`src/rtl/mac_pkg.sv`:
```
package mac_pkg;
  typedef enum logic [1:0] {
    OP_MUL_S = 2'd0,
    OP_MAC_S = 2'd1,
    OP_MUL_W = 2'd2,
    OP_MAC_W = 2'd3
  } mac_op_e;

  typedef enum logic [2:0] {
    ST_IDLE  = 3'd0,
    ST_LOW   = 3'd1,
    ST_CROSS = 3'd2,
    ST_HIGH  = 3'd3,
    ST_WRITE = 3'd4
  } mac_state_e;
endpackage

```
`src/rtl/mac_rst_sync.sv`:
```
module mac_rst_sync #(
  parameter int STAGES = 2
) (
  input  logic clk,
  input  logic rst_n,
  output logic rst_q_n
);
  logic [STAGES-1:0] chain;

  always_ff @(posedge clk or negedge rst_n) begin
    if (!rst_n) chain <= '0;
    else        chain <= {chain[STAGES-2:0], 1'b1};
  end

  assign rst_q_n = chain[STAGES-1];
endmodule

```
`src/rtl/mac_split.sv`:
```
// Splits a word into a low and a high 17-bit signed part so that
// word = hi * 2^HW + lo. A trivial upper half is folded into lo.
module mac_split #(
  parameter int DW = 32,
  localparam int HW = DW / 2
) (
  input  logic          sgn,
  input  logic          short_mode,
  input  logic [DW-1:0] word,
  output logic [HW:0]   lo_part,
  output logic [HW:0]   hi_part,
  output logic          triv
);
  logic upper_redundant;

  always_comb begin
    if (sgn) upper_redundant = (word[DW-1:HW] == {HW{word[HW-1]}});
    else     upper_redundant = (word[DW-1:HW] == '0);
    triv = short_mode | upper_redundant;
    if (triv) begin
      lo_part = {sgn & word[HW-1], word[HW-1:0]};
      hi_part = '0;
    end else begin
      lo_part = {1'b0, word[HW-1:0]};
      hi_part = {sgn & word[DW-1], word[DW-1:HW]};
    end
  end
endmodule

```
`src/rtl/mac_pp.sv`:
```
module mac_pp #(
  parameter int W = 17
) (
  input  logic signed [W-1:0]   x,
  input  logic signed [W-1:0]   y,
  output logic signed [2*W-1:0] p
);
  assign p = x * y;
endmodule

```
`src/rtl/mac_ctrl.sv`:
```
module mac_ctrl
  import mac_pkg::*;
(
  input  logic       clk,
  input  logic       rst_n,
  input  logic       start,
  input  mac_op_e    op_q,
  input  logic       triv_a,
  input  logic       triv_b,
  output mac_state_e state,
  output logic       accept,
  output logic       fin,
  output logic       busy,
  output logic       done
);
  mac_state_e state_nxt;
  logic       done_q;

  assign accept = start && (state == ST_IDLE);
  assign busy   = (state != ST_IDLE);
  assign done   = done_q;

  always_comb begin
    state_nxt = state;
    fin       = 1'b0;
    unique case (state)
      ST_IDLE:  if (accept) state_nxt = ST_LOW;
      ST_LOW: begin
        if (op_q == OP_MUL_S) begin
          state_nxt = ST_IDLE;
          fin       = 1'b1;
        end else if (op_q == OP_MAC_S) begin
          state_nxt = ST_WRITE;
        end else if (!triv_a || !triv_b) begin
          state_nxt = ST_CROSS;
        end else begin
          state_nxt = ST_WRITE;
        end
      end
      ST_CROSS: state_nxt = (!triv_a && !triv_b) ? ST_HIGH : ST_WRITE;
      ST_HIGH:  state_nxt = ST_WRITE;
      ST_WRITE: begin
        state_nxt = ST_IDLE;
        fin       = 1'b1;
      end
      default:  state_nxt = ST_IDLE;
    endcase
  end

  always_ff @(posedge clk or negedge rst_n) begin
    if (!rst_n) begin
      state  <= ST_IDLE;
      done_q <= 1'b0;
    end else begin
      state  <= state_nxt;
      done_q <= fin;
    end
  end
endmodule

```
`src/rtl/mac_unit.sv`:
```
module mac_unit
  import mac_pkg::*;
#(
  parameter int DW = 32
) (
  input  logic          clk,
  input  logic          rst_n,
  input  logic          start,
  input  logic [1:0]    op,
  input  logic          sgn,
  input  logic [DW-1:0] op_a,
  input  logic [DW-1:0] op_b,
  input  logic          clr,
  output logic          busy,
  output logic          done,
  output logic [DW-1:0] acc_hi,
  output logic [DW-1:0] acc_lo
);
  localparam int HW = DW / 2;
  localparam int PP = HW + 1;
  localparam int PW = 2 * PP;
  localparam int AW = 2 * DW;
  localparam int NMUL = 2;

  logic          rst_q_n;
  mac_state_e    state;
  logic          accept, fin;
  logic [DW-1:0] a_q, b_q;
  logic          sgn_q;
  mac_op_e       op_q;
  logic          short_mode;
  logic [HW:0]   a_lo, a_hi, b_lo, b_hi;
  logic          triv_a, triv_b;
  logic [PP-1:0] mx [NMUL];
  logic [PP-1:0] my [NMUL];
  logic [PW-1:0] pr [NMUL];
  logic [AW-1:0] pe [NMUL];
  logic [AW-1:0] psum, psum_nxt, acc_nxt, acc_cur;
  logic          psum_en, clr_do, acc_en;

  mac_rst_sync #(.STAGES(2)) i_rst_sync (
    .clk(clk), .rst_n(rst_n), .rst_q_n(rst_q_n)
  );

  mac_ctrl i_ctrl (
    .clk(clk), .rst_n(rst_q_n), .start(start), .op_q(op_q),
    .triv_a(triv_a), .triv_b(triv_b), .state(state), .accept(accept),
    .fin(fin), .busy(busy), .done(done)
  );

  // operand capture, enabled by an accepted start
  always_ff @(posedge clk or negedge rst_q_n) begin
    if (!rst_q_n) begin
      a_q   <= '0;
      b_q   <= '0;
      sgn_q <= 1'b0;
      op_q  <= OP_MUL_S;
    end else if (accept) begin
      a_q   <= op_a;
      b_q   <= op_b;
      sgn_q <= sgn;
      op_q  <= mac_op_e'(op);
    end
  end

  assign short_mode = !op_q[1];

  mac_split #(.DW(DW)) i_split_a (
    .sgn(sgn_q), .short_mode(short_mode), .word(a_q),
    .lo_part(a_lo), .hi_part(a_hi), .triv(triv_a)
  );

  mac_split #(.DW(DW)) i_split_b (
    .sgn(sgn_q), .short_mode(short_mode), .word(b_q),
    .lo_part(b_lo), .hi_part(b_hi), .triv(triv_b)
  );

  // partial-product operand selection per step
  always_comb begin
    mx[0] = a_lo;  my[0] = b_lo;
    mx[1] = '0;    my[1] = '0;
    if (state == ST_CROSS) begin
      mx[0] = a_lo;  my[0] = b_hi;
      mx[1] = a_hi;  my[1] = b_lo;
    end else if (state == ST_HIGH) begin
      mx[0] = a_hi;  my[0] = b_hi;
    end
  end

  for (genvar g = 0; g < NMUL; g++) begin : g_mul
    mac_pp #(.W(PP)) i_pp (.x(mx[g]), .y(my[g]), .p(pr[g]));
    assign pe[g] = {{(AW-PW){pr[g][PW-1]}}, pr[g]};
  end

  always_comb begin
    psum_en  = 1'b0;
    psum_nxt = psum;
    unique case (state)
      ST_LOW:   begin psum_en = 1'b1; psum_nxt = pe[0]; end
      ST_CROSS: begin psum_en = 1'b1; psum_nxt = psum + ((pe[0] + pe[1]) << HW); end
      ST_HIGH:  begin psum_en = 1'b1; psum_nxt = psum + (pe[0] << DW); end
      default:  ;
    endcase
  end

  always_ff @(posedge clk or negedge rst_q_n) begin
    if (!rst_q_n)     psum <= '0;
    else if (psum_en) psum <= psum_nxt;
  end

  // accumulator update: result write has priority, clear only when idle
  assign acc_cur = {acc_hi, acc_lo};
  assign clr_do  = clr && !start && (state == ST_IDLE);
  assign acc_en  = fin || clr_do;

  always_comb begin
    acc_nxt = '0;
    if (fin) begin
      if (op_q == OP_MUL_S) acc_nxt = {acc_hi, pr[0][DW-1:0]};
      else if (op_q[0])     acc_nxt = acc_cur + psum;
      else                  acc_nxt = psum;
    end
  end

  always_ff @(posedge clk or negedge rst_q_n) begin
    if (!rst_q_n) begin
      acc_hi <= '0;
      acc_lo <= '0;
    end else if (acc_en) begin
      acc_hi <= acc_nxt[AW-1:DW];
      acc_lo <= acc_nxt[DW-1:0];
    end
  end
endmodule

```
`config.mk`:
```
export PLATFORM = sky130hd
export DESIGN_NAME = mac_unit
export DESIGN_NICKNAME = d
export VERILOG_FILES = /design/src/rtl/mac_pkg.sv /design/src/rtl/mac_rst_sync.sv /design/src/rtl/mac_split.sv /design/src/rtl/mac_pp.sv /design/src/rtl/mac_ctrl.sv /design/src/rtl/mac_unit.sv
export SDC_FILE = /design/constraint.sdc
export NUM_CORES = 2
export LEC_CHECK = 0
export ABC_AREA = 0
export BUFFER_PORTS_ARGS = -buffer_cell sky130_fd_sc_hd__buf_2
export CAP_MARGIN = 20
export CORE_ASPECT_RATIO = 1.2
export CORE_UTILIZATION = 40
export CTS_CLUSTER_SIZE = 25
export DETAILED_ROUTE_END_ITERATION = 6
export GPL_TIMING_DRIVEN = 0
export HOLD_SLACK_MARGIN = 0.08
export PLACE_DENSITY = 0.63
export REMOVE_ABC_BUFFERS = 1
export SLEW_MARGIN = 20
export SYNTH_ARGS = -nofsm -noshare
export SYNTH_HDL_FRONTEND = slang
export SYNTH_SLANG_ARGS = --single-unit
```
`constraint.sdc`:
```
create_clock -name clk -period 8.09 [get_ports clk]
set_clock_uncertainty 0.05 [all_clocks]
set_input_delay 2.0225 -clock clk [delete_from_list [all_inputs] [get_ports clk]]
set_output_delay 2.0225 -clock clk [all_outputs]
set_load 0.005 [all_outputs]
```
After elaboration in Yosys (flattened, before gate mapping)
Index checks and enable logic that the tools add are counted.
{"block": "word_totals", "regBits": 201, "latchBits": 0, "ram_bits": 0, "mem_bits_ro": 0, "out_inout_bits": 66, "word_cells": 75, "mem_count": 0}
{"block": "classes", "addsub": 4, "multipliers": 2, "div_mod_pow": 0, "n_lt_le_gt_ge": 0, "n_eq_ne": 9, "n_shift": 0, "muxes": 25, "bitwise": 6, "reduce_logical": 19}
{"cell": "$add 64x64->64", "n": 3}
{"cell": "$mux 64", "n": 3}
{"cell": "$pmux 64 s3", "n": 1}
{"cell": "$mux 17", "n": 10}
{"cell": "$mul 17x17->34", "n": 2}
{"cell": "$add 34x34->35", "n": 1}
{"cell": "$eq 16x16->1", "n": 2}
{"cell": "$logic_not 16->1", "n": 2}
{"cell": "$mux 3", "n": 5}
{"cell": "$pmux 3 s4", "n": 1}
{"cell": "$eq 3x2->1 const B", "n": 2}
{"cell": "$reduce_bool 3->1", "n": 2}
{"cell": "$and 1x1->1", "n": 4}
{"cell": "$logic_and 1x1->1", "n": 4}
{"cell": "$logic_not 1->1", "n": 4}
{"cell": "$mux 1", "n": 4}
{"cell": "$ne 2x2->1 const B", "n": 2}
{"cell": "$reduce_and 2->1", "n": 2}
{"cell": "$eq 3x1->1 const B", "n": 1}
{"cell": "$eq 3x3->1 const B", "n": 1}
{"cell": "$logic_not 3->1", "n": 1}
{"cell": "$reduce_or 3->1", "n": 1}
{"cell": "$eq 2x1->1 const B", "n": 1}
{"cell": "$logic_not 2->1", "n": 1}
{"cell": "3 further kinds", "n": 5}

Depth between registers and ports, before layout
{"block": "logic_depth", "depth_word": 10, "depth_mapped": 66}

Modules after synthesis
A second synthesis with hierarchy kept.
{"block": "hier_totals", "hier_cells": 4804, "area_unflattened_um2": 41642.4}
{"module": "mac_unit", "instances": 1, "cells_each": 2188, "area_per_inst_um2": 18327.6, "seq_area_each_um2": 4879.7}
{"module": "mac_pp (g_mul[1].i_pp)", "instances": 1, "cells_each": 1247, "area_per_inst_um2": 11174.5, "seq_area_each_um2": 0.0}
{"module": "mac_pp (g_mul[0].i_pp)", "instances": 1, "cells_each": 1241, "area_per_inst_um2": 11162.0, "seq_area_each_um2": 0.0}
{"module": "mac_split", "instances": 2, "cells_each": 50, "area_per_inst_um2": 349.1, "seq_area_each_um2": 0.0}
{"module": "mac_ctrl", "instances": 1, "cells_each": 25, "area_per_inst_um2": 226.5, "seq_area_each_um2": 100.1}
{"module": "mac_rst_sync", "instances": 1, "cells_each": 3, "area_per_inst_um2": 53.8, "seq_area_each_um2": 50.0}

Least setup slack after synthesis
OpenSTA, ideal clock, no wires.
{"block": "synth_path", "path_kind": "register to register", "startpoint": "register a_q[31]", "endpoint": "register psum[63]", "setup_ns": 0.123, "t_arrival_ns": 14.342, "setup_slack_ns": -6.425, "stages_incl_launch_ff": 59, "path_cell_list": "dfrtp_1 > nor4_1 > nand4_1 > a21oi_1 > a311oi_1 > clkbuf_1 > nand2_1 > o22ai_1 > and2_1 > clkbuf_1 > nand2_1 > fa_1 > inv_1 > fa_1 > fa_1 > fa_1 > fa_1 > inv_1 > [... 23 more ...] > a21oi_1 > o22a_1 > a21oi_1 > o22ai_1 > xnor2_1 > ha_1 > a21o_1 > a21oi_1 > o21bai_1 > a21o_1 > a21oi_1 > nor2b_1 > a211oi_1 > a21bo_2 > a21oi_1 > xor2_1 > o21a_1 > o221a_1"}
{"block": "synth_between", "elab_chain_cells": 10}
{"item": "start: declaration", "line": "mac_unit.sv:28", "rtl": "logic [DW-1:0] a_q, b_q;"}
{"item": "start signal: assignment", "line": "mac_unit.sv:59", "rtl": "a_q <= op_a;"}
{"item": "$eq 16x16->1 or $logic_not 16->1 (tied branches)", "line": "mac_split.sv:17, mac_split.sv:18"}
{"item": "$mux 1", "line": "mac_split.sv:17", "rtl": "if (sgn) upper_redundant = (word[DW-1:HW] == {HW{word[HW-1]}});"}
{"item": "$or 1x1->1", "line": "mac_split.sv:19", "rtl": "triv = short_mode | upper_redundant;"}
{"item": "$mux 17", "line": "mac_split.sv:20", "rtl": "if (triv) begin"}
{"item": "$mux 17", "line": "mac_unit.sv:85", "rtl": "end else if (state == ST_HIGH) begin"}
{"item": "$mux 17", "line": "mac_unit.sv:82", "rtl": "if (state == ST_CROSS) begin"}
{"item": "$mul 17x17->34", "line": "mac_pp.sv:8", "rtl": "assign p = x * y;"}
{"item": "$add 34x34->35", "line": "mac_unit.sv:100", "rtl": "ST_CROSS: begin psum_en = 1'b1; psum_nxt = psum + ((pe[0] + pe[1]) << HW); end"}
{"item": "$add 64x64->64", "line": "mac_unit.sv:100"}
{"item": "$pmux 64 s3 *", "line": "mac_unit.sv:98", "rtl": "unique case (state)"}
{"item": "end signal: assignment", "line": "mac_unit.sv:108", "rtl": "else if (psum_en) psum <= psum_nxt;"}
{"item": "end: declaration", "line": "mac_unit.sv:38", "rtl": "logic [AW-1:0] psum, psum_nxt, acc_nxt, acc_cur;"}
Mark *: on every way between the ends. The rest lies on a longest branch, timed or not.
A chain may end at the register's enable or synchronous reset.

Worst setup path in the final report
{"block": "layout_path", "startpoint": "register b_q[20]", "endpoint": "register psum[57]"}
{"block": "layout_between", "elab_chain_cells": 10}
{"item": "start: declaration", "line": "mac_unit.sv:28"}
{"item": "start signal: assignment", "line": "mac_unit.sv:60", "rtl": "b_q <= op_b;"}
{"item": "$eq 16x16->1 or $logic_not 16->1 (tied branches)", "line": "mac_split.sv:17, mac_split.sv:18"}
{"item": "$mux 1", "line": "mac_split.sv:17"}
{"item": "$or 1x1->1", "line": "mac_split.sv:19"}
{"item": "$mux 17", "line": "mac_split.sv:20"}
{"item": "$mux 17", "line": "mac_unit.sv:85"}
{"item": "$mux 17", "line": "mac_unit.sv:82"}
{"item": "$mul 17x17->34", "line": "mac_pp.sv:8"}
{"item": "$add 34x34->35", "line": "mac_unit.sv:100"}
{"item": "$add 64x64->64", "line": "mac_unit.sv:100"}
{"item": "$pmux 64 s3 *", "line": "mac_unit.sv:98"}
Marked as above.

==> flow_summary.ini <==
[synthesis]
synth_area_um2 = 39600
syn_area_per_cell_um2 = 8.76
synth_area_leader_cell = fa_1
yosysUniqueCellTypes = 80
yosysSeqAreaShare_pct = 12.7
async_flop_share_pct = 100
yosys_warnings = 0
synth_ff_type = dfrtp_1
synth_top_area_share_pct = 32.7
synth_seq_cells = 201
netlist_instances = 4528
synth_edf_count = 0
ys_top_cells_by_area = fa_1 33%, dfrtp_1 13%, ha_1 10%, inv_1 7.2%, nand2_1 4.9%

[placed_design]
gp_congestion = 0.936
dp_hpwl_um = 99300
port_buffers = 136

[global_routing]
grt_pass1_vias = 34900
grt_usage_pct = 26.1
use_met2_pct = 43.8
grt_max_degree = 51
antenna_found_initial = 1
grt_pass1_wl_um = 201000
globalRouteMet1Util_pct = 32.2
grtUsageMet3_pct = 3.94
grt.overflow.total = 0
grt.busiest_layer = met2

[finish]
filler_cell_count = 8991
area.growth.synth_to_final_pct = 21.8
nNetsFinal = 5843
multiInputGateArea_um2 = 34200
drive_gt1_share_pct = 22.1
regArea_um2 = 5080
diodes = 0

[sta]
period_share_pct = 177
relSlewSlack_pct = 15.4
drv_slew = 0
rsz0062_at_grt = yes
hold_viol_final = 0
tns_ns = -206.59
tightestPinTransition_ns = 1.26
timing.fmax_ghz = 0.0699
post-route-min-period_ns = 14.31
finalSetupViolCount = 47
timing.final.ws_setup_ns = -6.22

[drt]
routed_wl_um = 131000
drtIter0Drc = 2512
detail_route.wl_per_cell_um = 21.5
first_pass_iters = 6
viasPerCell = 5.60
remaining_drc_errors = 0
via_count = 34100
ant_nets = 0

[worst_setup_path]
reg2reg_from = b_q[20]
cp_common_cell = fa_1
path_class = reg2reg
crit_arrival_ns = 14.74
startpoint = b_q[20]
worstPathMaxFanout = 9
max_stage_delay_ns = 0.57
cp.required_ns = 8.53
startpoint_type = flip-flop
end_kind = flip-flop
slowest_stage = fa_1

[floorplanning]
ioPinCount = 137
die_area_um2 = 100000
rows = 126
die_y_um = 347
die_w_um = 289
start_util_pct = 40.4
core_area_um2 = 98200

[outcome]
violations = negative setup slack
status = finished with violations

[clocking]
clk_latency_ns = 0.63
clkTransAtPathRegs_ns = 0.07
htreeDepth = 1
cts_tree = done
clk_path_buf_depth = 3
cts_buffers = 27
clkSinkCount = 201
root_buffer = clkbuf_16

[flow_run]
drv_cap = 0

[worst_hold_path]
holdCritPathClass = reg2async
-- worst max-delay path: cells and delay by family, from the launching register on --
family                   cells  cell delay (ns)
AO/OA/AOI/OAI               18             3.56
adder cells (fa/ha/maj)     15             6.54
buffers and inverters       18             1.79
AND/OR/NAND/NOR              7             1.13
XOR/XNOR                     3             0.52
flip-flops                   1             0.50
-- cells in the final DEF, fill, tap and decap left out, types with 116 or more instances in the layout --
| cell | count |
|---|---|
| inv_1 | 713 |
| fa_1 | 625 |
| nand2_1 | 487 |
| nor2_1 | 268 |
| ha_1 | 256 |
| buf_4 | 226 |
| a21oi_1 | 176 |
| dfrtp_1 | 173 |
| buf_2 | 137 |
| o21ai_0 | 135 |
| a21o_1 | 116 |
-- per-stage QoR --
step / hold WS, ns / instance area [µm²] / setup slack [ns] / cells / util, %
3_3_place_gp: 0.283 / 41200 / -14.36 / 5739 / 41.9
5_1_grt: 0.317 / 48300 / -6.65 / 6096 / 49.2
6_report: 0.290 / 48300 / -6.22 / 6096 / 49.2
3_5_place_dp: 0.296 / 41900 / -9.39 / 5767 / 42.7
4_1_cts: 0.310 / 47100 / -5.72 / 6043 / 48.0
2_1_floorplan: 0.281 / 38900 / -8.00 / 4323 / -
-- final cells by class --
| cell class | instances | area share [%] |
|---|---|---|
| Clock buffer | 35 | 1.54 |
| Clock inverter | 15 | 0.381 |
| Inverter | 757 | 5.95 |
| Multi-Input combinational cell | 3367 | 70.9 |
| Sequential cell | 201 | 10.5 |
| Tap cell | 1280 | 3.32 |
| Timing Repair Buffer | 441 | 7.41 |
-- cell usage after synthesis, types with 5 or more instances --
library cell,instances
mux2_2,69
mux2i_1,20
o31ai_1,8
or2_2,15
nand2b_1,30
inv_1,756
clkbuf_1,190
o22ai_1,15
a41oi_1,6
nand2_1,515
a21boi_0,7
a22o_1,14
and4_1,7
o221ai_1,7
nand3_1,46
a221oi_1,10
o21ai_0,176
nor2_1,299
a211oi_1,30
o21a_1,48
buf_1,9
a22oi_1,52
o21ai_1,40
fa_1,647
xor2_1,80
nand4_1,34
xnor2_1,122
and2_1,113
and3_1,45
o211ai_1,22
ha_1,330
nor3_1,32
or3_1,11
a211o_1,7
a222oi_1,5
a21o_1,118
o21bai_1,30
buf_2,6
nor4_1,12
a31oi_1,22
nor2b_1,23
a21oi_1,235
dfrtp_1,201
-- sequential cells by signal, indices dropped and copies added, names as in the netlist --
name,cells
b_q,32
i_rst_sync.chain,2
psum,64
acc_hi,32
a_q,32
sgn_q,1
acc_lo,32
op_q,2
i_ctrl.done,1
i_ctrl.state,3
-- what timing repair did --
item,in CTS,in global routing
pin swaps,245,138
gates resized for setup,525,173
cloned,5,0
setup endpoints to repair,77,50
hold buffers,0,0
buffers inserted,222,69
-- layer usage --
layer	share of wire, %	wire length (µm)
met5	0	0
met4	6.4	8340
met3	6.4	8430
met2	49	64500
met1	38	49800
-- worst paths after layout --
path                                       endpoint  slack (ns)  depth (start not counted)
worst max-delay path                       psum[57]       -6.22                         61
worst min-delay path                     acc_hi[19]        0.29                          0
worst max register to register             psum[57]       -6.22                         61
worst min register to register           acc_hi[19]        0.29                          0
max in group asynchronous                   op_q[1]        6.68                          2
min in group clk                i_rst_sync.chain[1]        0.31                          0
-- logic make-up after synthesis --
kind of cell,after synthesis,share of synthesized area (%)
compound gates,898,14.5
xor+xnor,204,4.54
fa+ha+maj,977,43.1
buf+inv,962,9.13
flops,201,12.7
mux,89,2.46
other cells,1,0.00946
simple gates,1196,13.6
Power is not shown: default switching activity piles up to over one toggle a cycle in this logic, so the estimate is an artifact.
